--- src/rtl/apb_xfer_pkg.sv ---
package apb_xfer_pkg;

    localparam int PROT_W = 3;

    typedef enum logic [1:0] {
        ST_IDLE   = 2'd0,
        ST_SETUP  = 2'd1,
        ST_ACCESS = 2'd2
    } xfer_state_e;

endpackage

--- src/rtl/apb_xfer_fsm.sv ---
module apb_xfer_fsm
    import apb_xfer_pkg::*;
(
    input  logic clk,
    input  logic rst_n,
    input  logic cmd_valid,
    input  logic pready,
    output logic cmd_ready,
    output logic accept,
    output logic complete,
    output logic psel,
    output logic penable
);

    xfer_state_e state_q;
    xfer_state_e state_d;

    // State register
    always_ff @(posedge clk or negedge rst_n) begin
        if (!rst_n) begin
            state_q <= ST_IDLE;
        end else begin
            state_q <= state_d;
        end
    end

    // Transitions: go, park, arm, stall, chain, retire
    always_comb begin
        state_d = state_q;
        unique case (state_q)
            ST_IDLE:   state_d = cmd_valid ? ST_SETUP : ST_IDLE;
            ST_SETUP:  state_d = ST_ACCESS;
            ST_ACCESS: begin
                if (pready) begin
                    state_d = cmd_valid ? ST_SETUP : ST_IDLE;
                end else begin
                    state_d = ST_ACCESS;
                end
            end
            default:   state_d = ST_IDLE;
        endcase
    end

    // Outputs decoded from the current state
    always_comb begin
        psel      = 1'b0;
        penable   = 1'b0;
        cmd_ready = 1'b0;
        complete  = 1'b0;
        unique case (state_q)
            ST_IDLE: begin
                cmd_ready = 1'b1;
            end
            ST_SETUP: begin
                psel = 1'b1;
            end
            ST_ACCESS: begin
                psel      = 1'b1;
                penable   = 1'b1;
                complete  = pready;
                cmd_ready = pready;
            end
            default: begin
                cmd_ready = 1'b0;
            end
        endcase
        accept = cmd_valid & cmd_ready;
    end

endmodule

--- src/rtl/apb_xfer_slot.sv ---
module apb_xfer_slot
    import apb_xfer_pkg::*;
#(
    parameter int ADDR_W = 32,
    parameter int DATA_W = 32,
    parameter int STRB_W = DATA_W / 8
) (
    input  logic              clk,
    input  logic              rst_n,
    input  logic              accept,
    input  logic [ADDR_W-1:0] cmd_addr,
    input  logic              cmd_write,
    input  logic [DATA_W-1:0] cmd_wdata,
    input  logic [STRB_W-1:0] cmd_strb,
    input  logic [PROT_W-1:0] cmd_prot,
    output logic [ADDR_W-1:0] paddr,
    output logic              pwrite,
    output logic [DATA_W-1:0] pwdata,
    output logic [STRB_W-1:0] pstrb,
    output logic [PROT_W-1:0] pprot
);

    logic [STRB_W-1:0] lane_en;

    // Byte lanes are enabled only for writes
    for (genvar l = 0; l < STRB_W; l++) begin : g_lane
        assign lane_en[l] = cmd_write & cmd_strb[l];
    end

    always_ff @(posedge clk or negedge rst_n) begin
        if (!rst_n) begin
            paddr  <= '0;
            pwrite <= 1'b0;
            pwdata <= '0;
            pstrb  <= '0;
            pprot  <= '0;
        end else if (accept) begin
            paddr  <= cmd_addr;
            pwrite <= cmd_write;
            pwdata <= cmd_wdata;
            pstrb  <= lane_en;
            pprot  <= cmd_prot;
        end
    end

endmodule

--- src/rtl/apb_xfer_rsp.sv ---
module apb_xfer_rsp #(
    parameter int DATA_W = 32
) (
    input  logic              clk,
    input  logic              rst_n,
    input  logic              complete,
    input  logic              xfer_write,
    input  logic [DATA_W-1:0] prdata,
    input  logic              pslverr,
    output logic              rsp_valid,
    output logic [DATA_W-1:0] rsp_rdata,
    output logic              rsp_err
);

    always_ff @(posedge clk or negedge rst_n) begin
        if (!rst_n) begin
            rsp_valid <= 1'b0;
            rsp_rdata <= '0;
            rsp_err   <= 1'b0;
        end else begin
            rsp_valid <= complete;
            if (complete) begin
                rsp_rdata <= xfer_write ? '0 : prdata;
                rsp_err   <= pslverr;
            end
        end
    end

endmodule

--- src/rtl/apb_xfer_ctrl.sv ---
module apb_xfer_ctrl
    import apb_xfer_pkg::*;
#(
    parameter int ADDR_W = 32,
    parameter int DATA_W = 32
) (
    input  logic                  clk,
    input  logic                  rst_n,
    input  logic                  cmd_valid,
    output logic                  cmd_ready,
    input  logic [ADDR_W-1:0]     cmd_addr,
    input  logic                  cmd_write,
    input  logic [DATA_W-1:0]     cmd_wdata,
    input  logic [DATA_W/8-1:0]   cmd_strb,
    input  logic [PROT_W-1:0]     cmd_prot,
    output logic                  rsp_valid,
    output logic [DATA_W-1:0]     rsp_rdata,
    output logic                  rsp_err,
    output logic                  psel,
    output logic                  penable,
    output logic [ADDR_W-1:0]     paddr,
    output logic                  pwrite,
    output logic [DATA_W-1:0]     pwdata,
    output logic [DATA_W/8-1:0]   pstrb,
    output logic [PROT_W-1:0]     pprot,
    input  logic [DATA_W-1:0]     prdata,
    input  logic                  pready,
    input  logic                  pslverr
);

    localparam int STRB_W = DATA_W / 8;

    logic accept;
    logic complete;

    apb_xfer_fsm u_fsm (
        .clk       (clk),
        .rst_n     (rst_n),
        .cmd_valid (cmd_valid),
        .pready    (pready),
        .cmd_ready (cmd_ready),
        .accept    (accept),
        .complete  (complete),
        .psel      (psel),
        .penable   (penable)
    );

    apb_xfer_slot #(
        .ADDR_W (ADDR_W),
        .DATA_W (DATA_W),
        .STRB_W (STRB_W)
    ) u_slot (
        .clk       (clk),
        .rst_n     (rst_n),
        .accept    (accept),
        .cmd_addr  (cmd_addr),
        .cmd_write (cmd_write),
        .cmd_wdata (cmd_wdata),
        .cmd_strb  (cmd_strb),
        .cmd_prot  (cmd_prot),
        .paddr     (paddr),
        .pwrite    (pwrite),
        .pwdata    (pwdata),
        .pstrb     (pstrb),
        .pprot     (pprot)
    );

    apb_xfer_rsp #(
        .DATA_W (DATA_W)
    ) u_rsp (
        .clk        (clk),
        .rst_n      (rst_n),
        .complete   (complete),
        .xfer_write (pwrite),
        .prdata     (prdata),
        .pslverr    (pslverr),
        .rsp_valid  (rsp_valid),
        .rsp_rdata  (rsp_rdata),
        .rsp_err    (rsp_err)
    );

endmodule

--- config.mk ---
export PLATFORM = sky130hd
export DESIGN_NAME = apb_xfer_ctrl
export DESIGN_NICKNAME = d
export VERILOG_FILES = /design/src/rtl/apb_xfer_pkg.sv /design/src/rtl/apb_xfer_fsm.sv /design/src/rtl/apb_xfer_slot.sv /design/src/rtl/apb_xfer_rsp.sv /design/src/rtl/apb_xfer_ctrl.sv
export SDC_FILE = /design/constraint.sdc
export NUM_CORES = 1
export LEC_CHECK = 0
export BUFFER_PORTS_ARGS = -buffer_cell sky130_fd_sc_hd__clkbuf_2
export CAP_MARGIN = 20
export CORE_MARGIN = 5
export CORE_UTILIZATION = 40
export CTS_CLUSTER_SIZE = 12
export DETAILED_ROUTE_END_ITERATION = 8
export GPL_ROUTABILITY_DRIVEN = 0
export PLACE_DENSITY = 0.74
export SYNTH_ARGS = -nofsm -noshare
export SYNTH_HDL_FRONTEND = slang
export SYNTH_SLANG_ARGS = --single-unit
--- constraint.sdc ---
create_clock -name clk -period 1.8 [get_ports clk]
set_clock_uncertainty 0.15 [all_clocks]
set_input_delay 0.27 -clock clk [delete_from_list [all_inputs] [get_ports clk]]
set_output_delay 0.27 -clock clk [all_outputs]
set_load 0.02 [all_outputs]
== Yosys cells after proc, flatten, opt, wreduce, memory -nomap -nowiden ==
Cells that the tools add are included.

* Eq/ne operators: 2
* Muxes and demuxes: 8
* Bitwise logic cells: 5
* Reductions and logical operators: 2

{| class="wikitable"
|+ Operator list
! kind !! number
|-
| $mux W32 || 1
|-
| $pmux W2 S3 || 1
|-
| $and A1 B1 Y1 || 5
|-
| $mux W1 || 4
|-
| $eq A2 B1 Y1 const B || 1
|-
| $eq A2 B2 Y1 const B || 1
|-
| $logic_not A2 Y1 || 1
|-
| $mux W2 || 1
|-
| $pmux W1 S2 || 1
|-
| $reduce_or A2 Y1 || 1
|}

* Flip-flop bits (word level): 108
* Output and inout bits: 109
* Word-level logic and storage cells: 26

== Longest topological paths before layout ==
Gate-level depths: netlist of run 1.

* Word-level depth: 3
* Gate-level depth with buffers: 9

== Cells and area by module ==
Synthesis of run 1 repeated with hierarchy kept, for this count alone.

* Cell total of the unflattened synthesis: 315
* Area total of the unflattened synthesis: 4316.6 sq um

{| class="wikitable"
|+ Modules (own cells, without submodules)
! module !! instances !! cells each !! area an instance (sq um) !! seq. area each (sq um)
|-
| apb_xfer_slot || 1 || 160 || 2690.1 || 1801.7
|-
| apb_xfer_rsp || 1 || 141 || 1480.2 || 850.8
|-
| apb_xfer_fsm || 1 || 14 || 146.4 || 50.0
|}

== Worst setup path before layout of run 1 ==
Ideal clock, no wire load.

* Path type: register -> register
* Start point: register u_fsm.state_q[0]
* End point: register u_slot.paddr[0]
* Library setup time: 0.125 ns
* Arrival: 1.558 ns
* Required time: 1.525 ns
* Slack: -0.033 ns
* Cell stages (with the launch flop): 10
* Buffers on the path: 1
* Cell sequence: dfrtp_1 inv_1 ha_1 nand2_1 inv_2 nor2_4 inv_2 nand2_4 buf_6 mux2_4

* Longest elaborated chain between the ends: 3

{| class="wikitable"
|+ Ends and longest elaborated chain
! element !! RTL line !! RTL
|-
| from (decl) || apb_xfer_fsm.sv:15 || <nowiki>xfer_state_e state_q;</nowiki>
|-
| from (signal assigned) || apb_xfer_fsm.sv:23 || <nowiki>state_q <= state_d;</nowiki>
|-
| $eq A2 B2 Y1 / $logic_not A2 Y1 (equally long branches) || apb_xfer_fsm.sv:50 || <nowiki>unique case (state_q)</nowiki>
|-
| $pmux W1 S2 * || apb_xfer_fsm.sv:50 ||
|-
| via cmd_ready || apb_xfer_ctrl.sv:10 || <nowiki>output logic cmd_ready,</nowiki>
|-
| $and A1 B1 Y1 * || apb_xfer_fsm.sv:67 || <nowiki>accept = cmd_valid & cmd_ready;</nowiki>
|-
| to (signal assigned) || apb_xfer_slot.sv:38 || <nowiki>paddr <= cmd_addr;</nowiki>
|-
| to (decl) || apb_xfer_slot.sv:16 || <nowiki>output logic [ADDR_W-1:0] paddr,</nowiki>
|}

Mark *: on every way through the listed nets, which the timed path passes. The rest lies on a longest branch.
A chain may end at the register's enable or synchronous reset.

== Worst setup path after layout of run 1 ==
* Start point: register u_fsm.state_q[1]
* End point: register u_slot.pwdata[7]

* Longest elaborated chain between the ends: 3

{| class="wikitable"
|+ Ends and longest elaborated chain
! element !! RTL line !! RTL
|-
| $eq A2 B2 Y1 / $logic_not A2 Y1 (equally long branches) || apb_xfer_fsm.sv:50 ||
|-
| $pmux W1 S2 * || apb_xfer_fsm.sv:50 ||
|-
| $and A1 B1 Y1 * || apb_xfer_fsm.sv:67 ||
|-
| to (signal assigned) || apb_xfer_slot.sv:40 || <nowiki>pwdata <= cmd_wdata;</nowiki>
|-
| to (decl) || apb_xfer_slot.sv:18 || <nowiki>output logic [DATA_W-1:0] pwdata,</nowiki>
|}

Every way passes the cells marked *; elsewhere a longest branch is shown, timed or not.

==> impl_results.md, run 1 <==
- Inserted Diodes: 0
- CTS tree: yes
- Setup total negative slack: -4.06 ns
- Synth cell types: 18
- Mapped cell area: ~4500 sq um
- Congestion Overflow GR: 0
- Grt met2 use: 29.4%
- Multiplexer share of the synthesized area: 22.8%
- Leakage: 3.57 nW
- Int Power: roughly 7.9 mW
- Final worst setup slack: -0.0859 ns
- Busiest metal layer after global routing: met2
- Total GRT Usage: ~17%
- Avg Cell Area, Syn: 14.4 sq um
- Adder-cell share of the synthesized area: 1.11%
- Worst hold stages: 2
- Cell count after placement: 671
- Post-DP HPWL: between 8000 and 9000 microns
- Syn nets: 426
- Xor and xnor area share after synthesis: 0%
- Nets: approximately 700
- Slew headroom: 75.9%
- Hold worst-path end: u_slot.paddr[3]
- CTS buffer count: 9
- Slew of the pin with the lowest slew margin: between 0.3 and 0.4 ns
- Crit path kind: reg2reg
- Die Area: 13500 sq um
- Vias per inst: 4.58
- Die height: 116 microns
- Required @ worst endpoint: about 1.9 ns
- Failing checks: negative setup slack
- Net Switching: 4.92 mW
- Post-DR wirelength/cell: between 15 and 20 microns
- Synthesis-to-layout area growth: 49.3%
- Initial Utilization: 41.1%
- Routed WL: between 10000 and 15000 microns
- M1 GR Usage: 20.6%
- CP Capture Type: flip-flop
- Die width: 116 microns
- Vias in the first global route: 3617
- RSZ-0062 raised after global routing: true
- Area of the core: 10900 sq um
- Drt pass-1 iters: 4
- Ratio of cells with drive above 1 in the final layout: 58.5%
- Setup violators final: 69
- Final Hold Viols: 0
- PortBufs: about 220
- Worst-case clock buffer depth: 2
- Seq pwr share: about 34%
- CTS root buffer: clkbuf_16
- Period utilization: 105%
- R2R cell count: 9
- Max VDD drop: 0.953 mV
- Routed vias: 3336
- Largest net degree at the start of global routing: 65
- Hold WS: around 0.004 ns
- Simple-gate area share of the yosys netlist: approximately 8.5%
- Placed inst area: roughly 5800 sq um
- Max-cap viol count: 0
- Crit path arrival time: just under 2 ns
- Cells after synthesis: roughly 310
- Global-route track usage on met3: under 10%
- Yosys warnings: 0
- Initial antenna violation count: 0
- # DRC: 0
- Post-Layout Cell Count: 728
- Design area: about 6700 sq um
- Logic pwr share: 49.3%
- Hold Path Class: in2reg
- CP startpoint kind: flip-flop
- I/O pin count: 218
- Highest clock rate: 0.530 GHz
- R2R Setup Slk: -0.09 ns
- Worst-path clk slew: about 0.07 ns
- Worst min-delay path startpoint: cmd_addr[3]
- Synth Area in Compound Gates: under 10%
- FF-to-FF End: u_slot.pwdata[7]
- Largest family of logic cells by synthesized area: multiplexers
- DRT antenna net count: 0
- PD cells: around 1900 nW/um^2
- CP max FO: 7
- Initial DRC Count: 117
- Clock latency at the later pin of the worst-skew pair: about 0.34 ns
- Status: finished with violations
- Core Rows: 38
- Sw Share: 38.3%
- H-tree depth: 3
- Tmin final: 1.89 ns
- Crit Reg-Reg Startpoint: u_fsm.state_q[1]
- Register bit total from synthesis: roughly 110
- Utilization after layout: roughly 60%
- Final Max Slew Viols: 0
- Clock sink total: 108
- Register area share after synthesis: 60.1%
- Clock power share: between 10% and 20%
- Global-route wire length before repair: ~18000 microns
[cell usage in the layout, fill, tap and decap left out, types with 2 or more instances in the layout]
cell type	n
o2bb2ai_1	4
clkinvlp_4	2
clkbuf_16	10
dfrtp_1	108
buf_12	4
buf_4	18
o21ai_0	32
mux2_4	66
buf_6	5
buf_8	5
clkbuf_2	214
bufinv_16	2
nand2_1	32
ha_4	2
inv_4	2
nand2b_1	32
mux2_2	3
nand3_1	4
dlygate4sd3_1	26
buf_16	2
inv_6	2
nand2_8	2
[flip-flops by register name, indices dropped and copies added, names as in the netlist]
register	count
u_slot.pstrb	4
u_slot.paddr	32
u_rsp.rsp_rdata	32
u_slot.pwdata	32
u_rsp.rsp_err	1
u_fsm.state_q	2
u_rsp.rsp_valid	1
u_slot.pwrite	1
u_slot.pprot	3
[Yosys cell counts, drive strengths merged]
| master | count | area share (%) |
|---|---|---|
| nand3b | 1 | 0.17 |
| nor3b | 1 | 0.17 |
| nand2b | 32 | 4.5 |
| nand2 | 34 | 3.0 |
| inv | 4 | 0.33 |
| clkbuf | 10 | 0.84 |
| dfrtp | 108 | 60 |
| o2bb2ai | 4 | 0.78 |
| a21oi | 1 | 0.11 |
| nand3 | 4 | 0.45 |
| nor2 | 1 | 0.25 |
| buf | 7 | 1.8 |
| ha | 4 | 1.1 |
| o21ai | 33 | 3.7 |
| mux2 | 69 | 23 |
[through the flow]
stage / total power [mW] / setup WS, ns
final: 12.9 / -0.0859
after global placement: 10.0 / 0.0373
after global routing: 13.6 / -0.150
after detailed placement: 10.2 / -0.0408
after floorplan: 8.20 / 0.0135
after CTS: 12.7 / -0.125
[cells by family after synthesis]
kind of cell | Yosys count
compound gates | 38
buf+inv | 21
flops | 108
simple gates | 73
fa+ha+maj | 4
mux | 69
[worst max-delay path, stage by stage (launching register included)]
cell and delay (ns):
dfrtp_1 0.43, ha_4 0.19, nand2_4 0.07, inv_4 0.04
nor2_4 0.11, inv_4 0.06, buf_12 0.12, nand2_8 0.11
buf_6 0.17, mux2_4 0.30
[routing by layer]
| layer | up-vias | part of all wire, % |
|---|---|---|
| li1 | 1596 | - |
| met1 | 1610 | 40 |
| met2 | 121 | 52 |
| met3 | 9 | 7.4 |
| met4 | 0 | 0.72 |
| met5 | - | 0 |
[layout make-up]
| cell class | instances | area [sq um] |
|---|---|---|
| fill | 905 | 4220 |
| sequential | 108 | 2700 |
| timing repair buffer | 275 | 1760 |
| multi-input combinational | 185 | 1730 |
| clock buffer | 10 | 239 |
| tap | 140 | 175 |
| clock inverter | 6 | 92.6 |
| inverter | 4 | 20.0 |
[power by group through the flow]
| stage | logic (mW) | registers, mW | clock network (mW) |
|---|---|---|---|
| after floorplan | 2.47 | 5.74 | 0 |
| after global placement | 5.69 | 4.34 | 0 |
| after detailed placement | 5.83 | 4.39 | 0 |
| after CTS | 6.10 | 4.38 | 2.21 |
| after global routing | 6.78 | 4.55 | 2.30 |
| final | 6.33 | 4.37 | 2.14 |
[worst max-delay path by stage]
stage	startpoint	end	slack [ns]	cells past startpoint
final	u_fsm.state_q[1]	u_slot.pwdata[7]	-0.09	9
after global routing	u_fsm.state_q[1]	cmd_ready	-0.15	7
after CTS	u_fsm.state_q[1]	cmd_ready	-0.12	7
after detailed placement	u_fsm.state_q[0]	u_slot.pwdata[21]	-0.04	9
after global placement	u_fsm.state_q[0]	u_slot.pwdata[23]	0.04	9
after floorplan	u_fsm.state_q[0]	u_slot.pprot[0]	0.01	9
[repair_timing]
action	4_1_cts	5_1_grt
setup endpoints to repair	57	101
hold endpoints to repair	133	0
buffers inserted	7	5
resized for setup	16	19
pin swaps	2	2
hold buffers	26	0
gates cloned	1	2
No activity file was read; power rests on OpenSTA's default activity.
==> run 2, diff against run 1 <==
--- a/config.mk
+++ b/config.mk
@@ -12,7 +12,8 @@
 export CTS_CLUSTER_SIZE = 12
 export DETAILED_ROUTE_END_ITERATION = 8
 export GPL_ROUTABILITY_DRIVEN = 0
-export PLACE_DENSITY = 0.74
+export PLACE_DENSITY = 0.71
+export SKIP_CTS_REPAIR_TIMING = 1
 export SYNTH_ARGS = -nofsm -noshare
 export SYNTH_HDL_FRONTEND = slang
 export SYNTH_SLANG_ARGS = --single-unit
==> constraint.sdc (replaced) <==
create_clock -name clk -period 2.19 [get_ports clk]
set_clock_uncertainty 0.15 [all_clocks]
set_input_delay 0.3285 -clock clk [delete_from_list [all_inputs] [get_ports clk]]
set_output_delay 0.3285 -clock clk [all_outputs]
set_load 0.02 [all_outputs]
==> run 2 against run 1 <==
Effect of this change: the flow now finishes without violations; first-iteration DRC count is 42% higher; final cell count is 7.1% lower; global-route usage decreased by 1.3 points; die area did not move; sequential power shrank 17%; wire length shrank 7.9%; design area is 10% lower; core utilization is 6.2 points lower; clock power down 31%; combinational power fell by 28%; sequential share of layout area grew 4.5 points; via count down 7.7%; critical path type unchanged; critical endpoint is now u_slot.paddr[11].
==> impl_results.md, run 2 (synthesized netlist as in run 1, its figures left out) <==
- Status: complete, no violations (was finished with violations)
- H-tree depth: 3 (unchanged)
- Clock sink total: 108 (unchanged)
- PortBufs: 217 (unchanged)
- CTS root buffer: clkbuf_16 (unchanged)
- Utilization after layout: 55.2% (was 61.4%)
- Slew of the pin with the lowest slew margin: 0.787 ns (was 0.362 ns)
- Final Hold Viols: 0 (unchanged)
- Max-cap viol count: 0 (unchanged)
- Final Max Slew Viols: 0 (unchanged)
- Hold WS: 0.0713 ns (was 0.00402 ns)
- Die Area: 13500 sq um (unchanged)
- Worst-path clk slew: 0.07 ns (about the same)
- Initial antenna violation count: 0 (unchanged)
- CP max FO: 23 (was 7)
- CP Capture Type: flip-flop (unchanged)
- Congestion Overflow GR: 0 (unchanged)
- Inserted Diodes: 0 (unchanged)
- Leakage: 3.27 nW (was 3.57 nW)
- Clock latency at the later pin of the worst-skew pair: 0.33 ns (was 0.34 ns)
- Die width: 116 microns (unchanged)
- Area of the core: 10900 sq um (unchanged)
- Synthesis-to-layout area growth: 34.3% (was 49.3%)
- Required @ worst endpoint: 2.25 ns (was 1.87 ns)
- Net Switching: 3.80 mW (was 4.92 mW)
- Core Rows: 38 (unchanged)
- Cell count after placement: 662 (was 671)
- Global-route wire length before repair: 16500 microns (was 17900 microns)
- Leading registers by flop count: u_rsp.rsp_rdata: 32 flops, u_slot.paddr: 32 flops, u_slot.pwdata: 32 flops (unchanged)
- CTS buffer count: 9 (unchanged)
- Post-Layout Cell Count: 676 (was 728)
- Clock power share: 15.2% (was 16.7%)
- Crit path arrival time: 2.11 ns (was 1.95 ns)
- Commonest non-fill, non-tap cell in the layout: clkbuf_2 (unchanged)
- Drt pass-1 iters: 6 (was 4)
- # DRC: 0 (unchanged)
- Largest net degree at the start of global routing: 65 (unchanged)
- Ratio of cells with drive above 1 in the final layout: 58.2% (was 58.5%)
- Slew headroom: 47.5% (was 75.9%)
- Setup total negative slack: 0 ns (was -4.06 ns)
- Vias per inst: 4.55 (was 4.58)
- Die height: 116 microns (unchanged)
- Tmin final: 2.05 ns (was 1.89 ns)
- Setup violators final: 0 (was 69)
- Worst-case clock buffer depth: 2 (unchanged)
- Post-DP HPWL: 8220 microns (was 8360 microns)
- Initial DRC Count: 166 (was 117)
- Pwr Total: 9.69 mW (was 12.9 mW)
- Setup Slack @ Placement: 0.136 ns (was -0.0408 ns)
- Int Power: 5.88 mW (was 7.93 mW)
- I/O pin count: 218 (unchanged)
- Most frequent cells in the layout: clkbuf_2 (216), dfrtp_1 (108), mux2_4 (66) (was clkbuf_2 (214), dfrtp_1 (108), mux2_4 (66))
- Vias in the first global route: 3288 (was 3617)
- CTS tree: yes (unchanged)
- RSZ-0062 raised after global routing: false (was true)
- Logic pwr share: 47.3% (was 49.3%)
- Routed vias: 3078 (was 3336)
- Crit path kind: reg2reg (unchanged)
- Initial Utilization: 41.1% (unchanged)
- DRT antenna net count: 0 (unchanged)
- CP startpoint kind: flip-flop (unchanged)
- PD cells: 1610 nW/um^2 (was 1910 nW/um^2)
- Post-DR wirelength/cell: 15.6 microns (was 15.8 microns)
- Sw Share: 39.3% (was 38.3%)
- Nets: 647 (was 696)
- Hold Path Class: in2reg (unchanged)
- Final worst setup slack: 0.144 ns (was -0.0859 ns)
- Seq pwr share: 37.5% (was 34.0%)
- Period utilization: 93.4% (was 105%)
- Total GRT Usage: 15.6% (was 16.9%)
- Highest clock rate: 0.489 GHz (was 0.530 GHz)
- Placed inst area: 5760 sq um (was 5830 sq um)
- Design area: 6040 sq um (was 6710 sq um)
- Max VDD drop: 0.785 mV (was 0.953 mV)
- Routed WL: 10600 microns (was 11500 microns)
## run 2: cell types whose count changed in the layout (fill, tap and decap cells not counted), sizes merged
cell	before	now
clkinvlp	2	1
clkbuf	225	227
buf	34	10
nand2	35	34
dlygate4sd3	26	1
bufinv	2	0
clkinv	0	1
inv	6	4
## run 2: worst paths after layout
kind                                      from  cells past startpoint             endpoint  slack (ns)
max                           u_fsm.state_q[0]                      9     u_slot.paddr[11]        0.14
max reg2reg                   u_fsm.state_q[0]                      9     u_slot.paddr[11]        0.14
min in group asynchronous                rst_n                      2     u_slot.pwdata[3]        0.30
max in group asynchronous                rst_n                      3  u_rsp.rsp_rdata[11]        0.94
min                              cmd_wdata[28]                      2    u_slot.pwdata[28]        0.07
min reg2reg                u_rsp.rsp_rdata[15]                      2  u_rsp.rsp_rdata[15]        0.33
## run 2: area by class of cell
cell class,count,area [sq um]
inverter,4,15.0
clock inverter,2,12.5
multi-input combinational,184,1660
fill,949,4900
tap,140,175
clock buffer,11,253
sequential,108,2700
timing repair buffer,227,1220
## run 2: layer usage
layer | global-route usage [%] | part of all wire [%] | vias to the layer above
met1 | 20.7 | 43 | 1460
met3 | 4.49 | 7.4 | 8
met5 | 0 | 0 | -
li1 | - | - | 1491
met4 | 4.41 | 0.83 | 0
met2 | 25.0 | 49 | 119
## run 2: critical path, stage by stage (launching register included)
cell and delay, ns:
dfrtp_1 0.35, inv_1 0.09, ha_1 0.20, nand2_1 0.08
inv_2 0.07, nor2_4 0.14, inv_2 0.07, nand2_4 0.19
buf_12 0.24, mux2_4 0.32
## run 2: power by group through the flow
stage               sequential [mW]  combinational, mW  clock, mW
floorplan                      4.72               1.97          0
global placement               3.62               4.55          0
detailed placement             3.65               4.67          0
CTS                            3.65               4.66       1.53
global route                   3.78               4.89       1.61
finish                         3.63               4.58       1.48
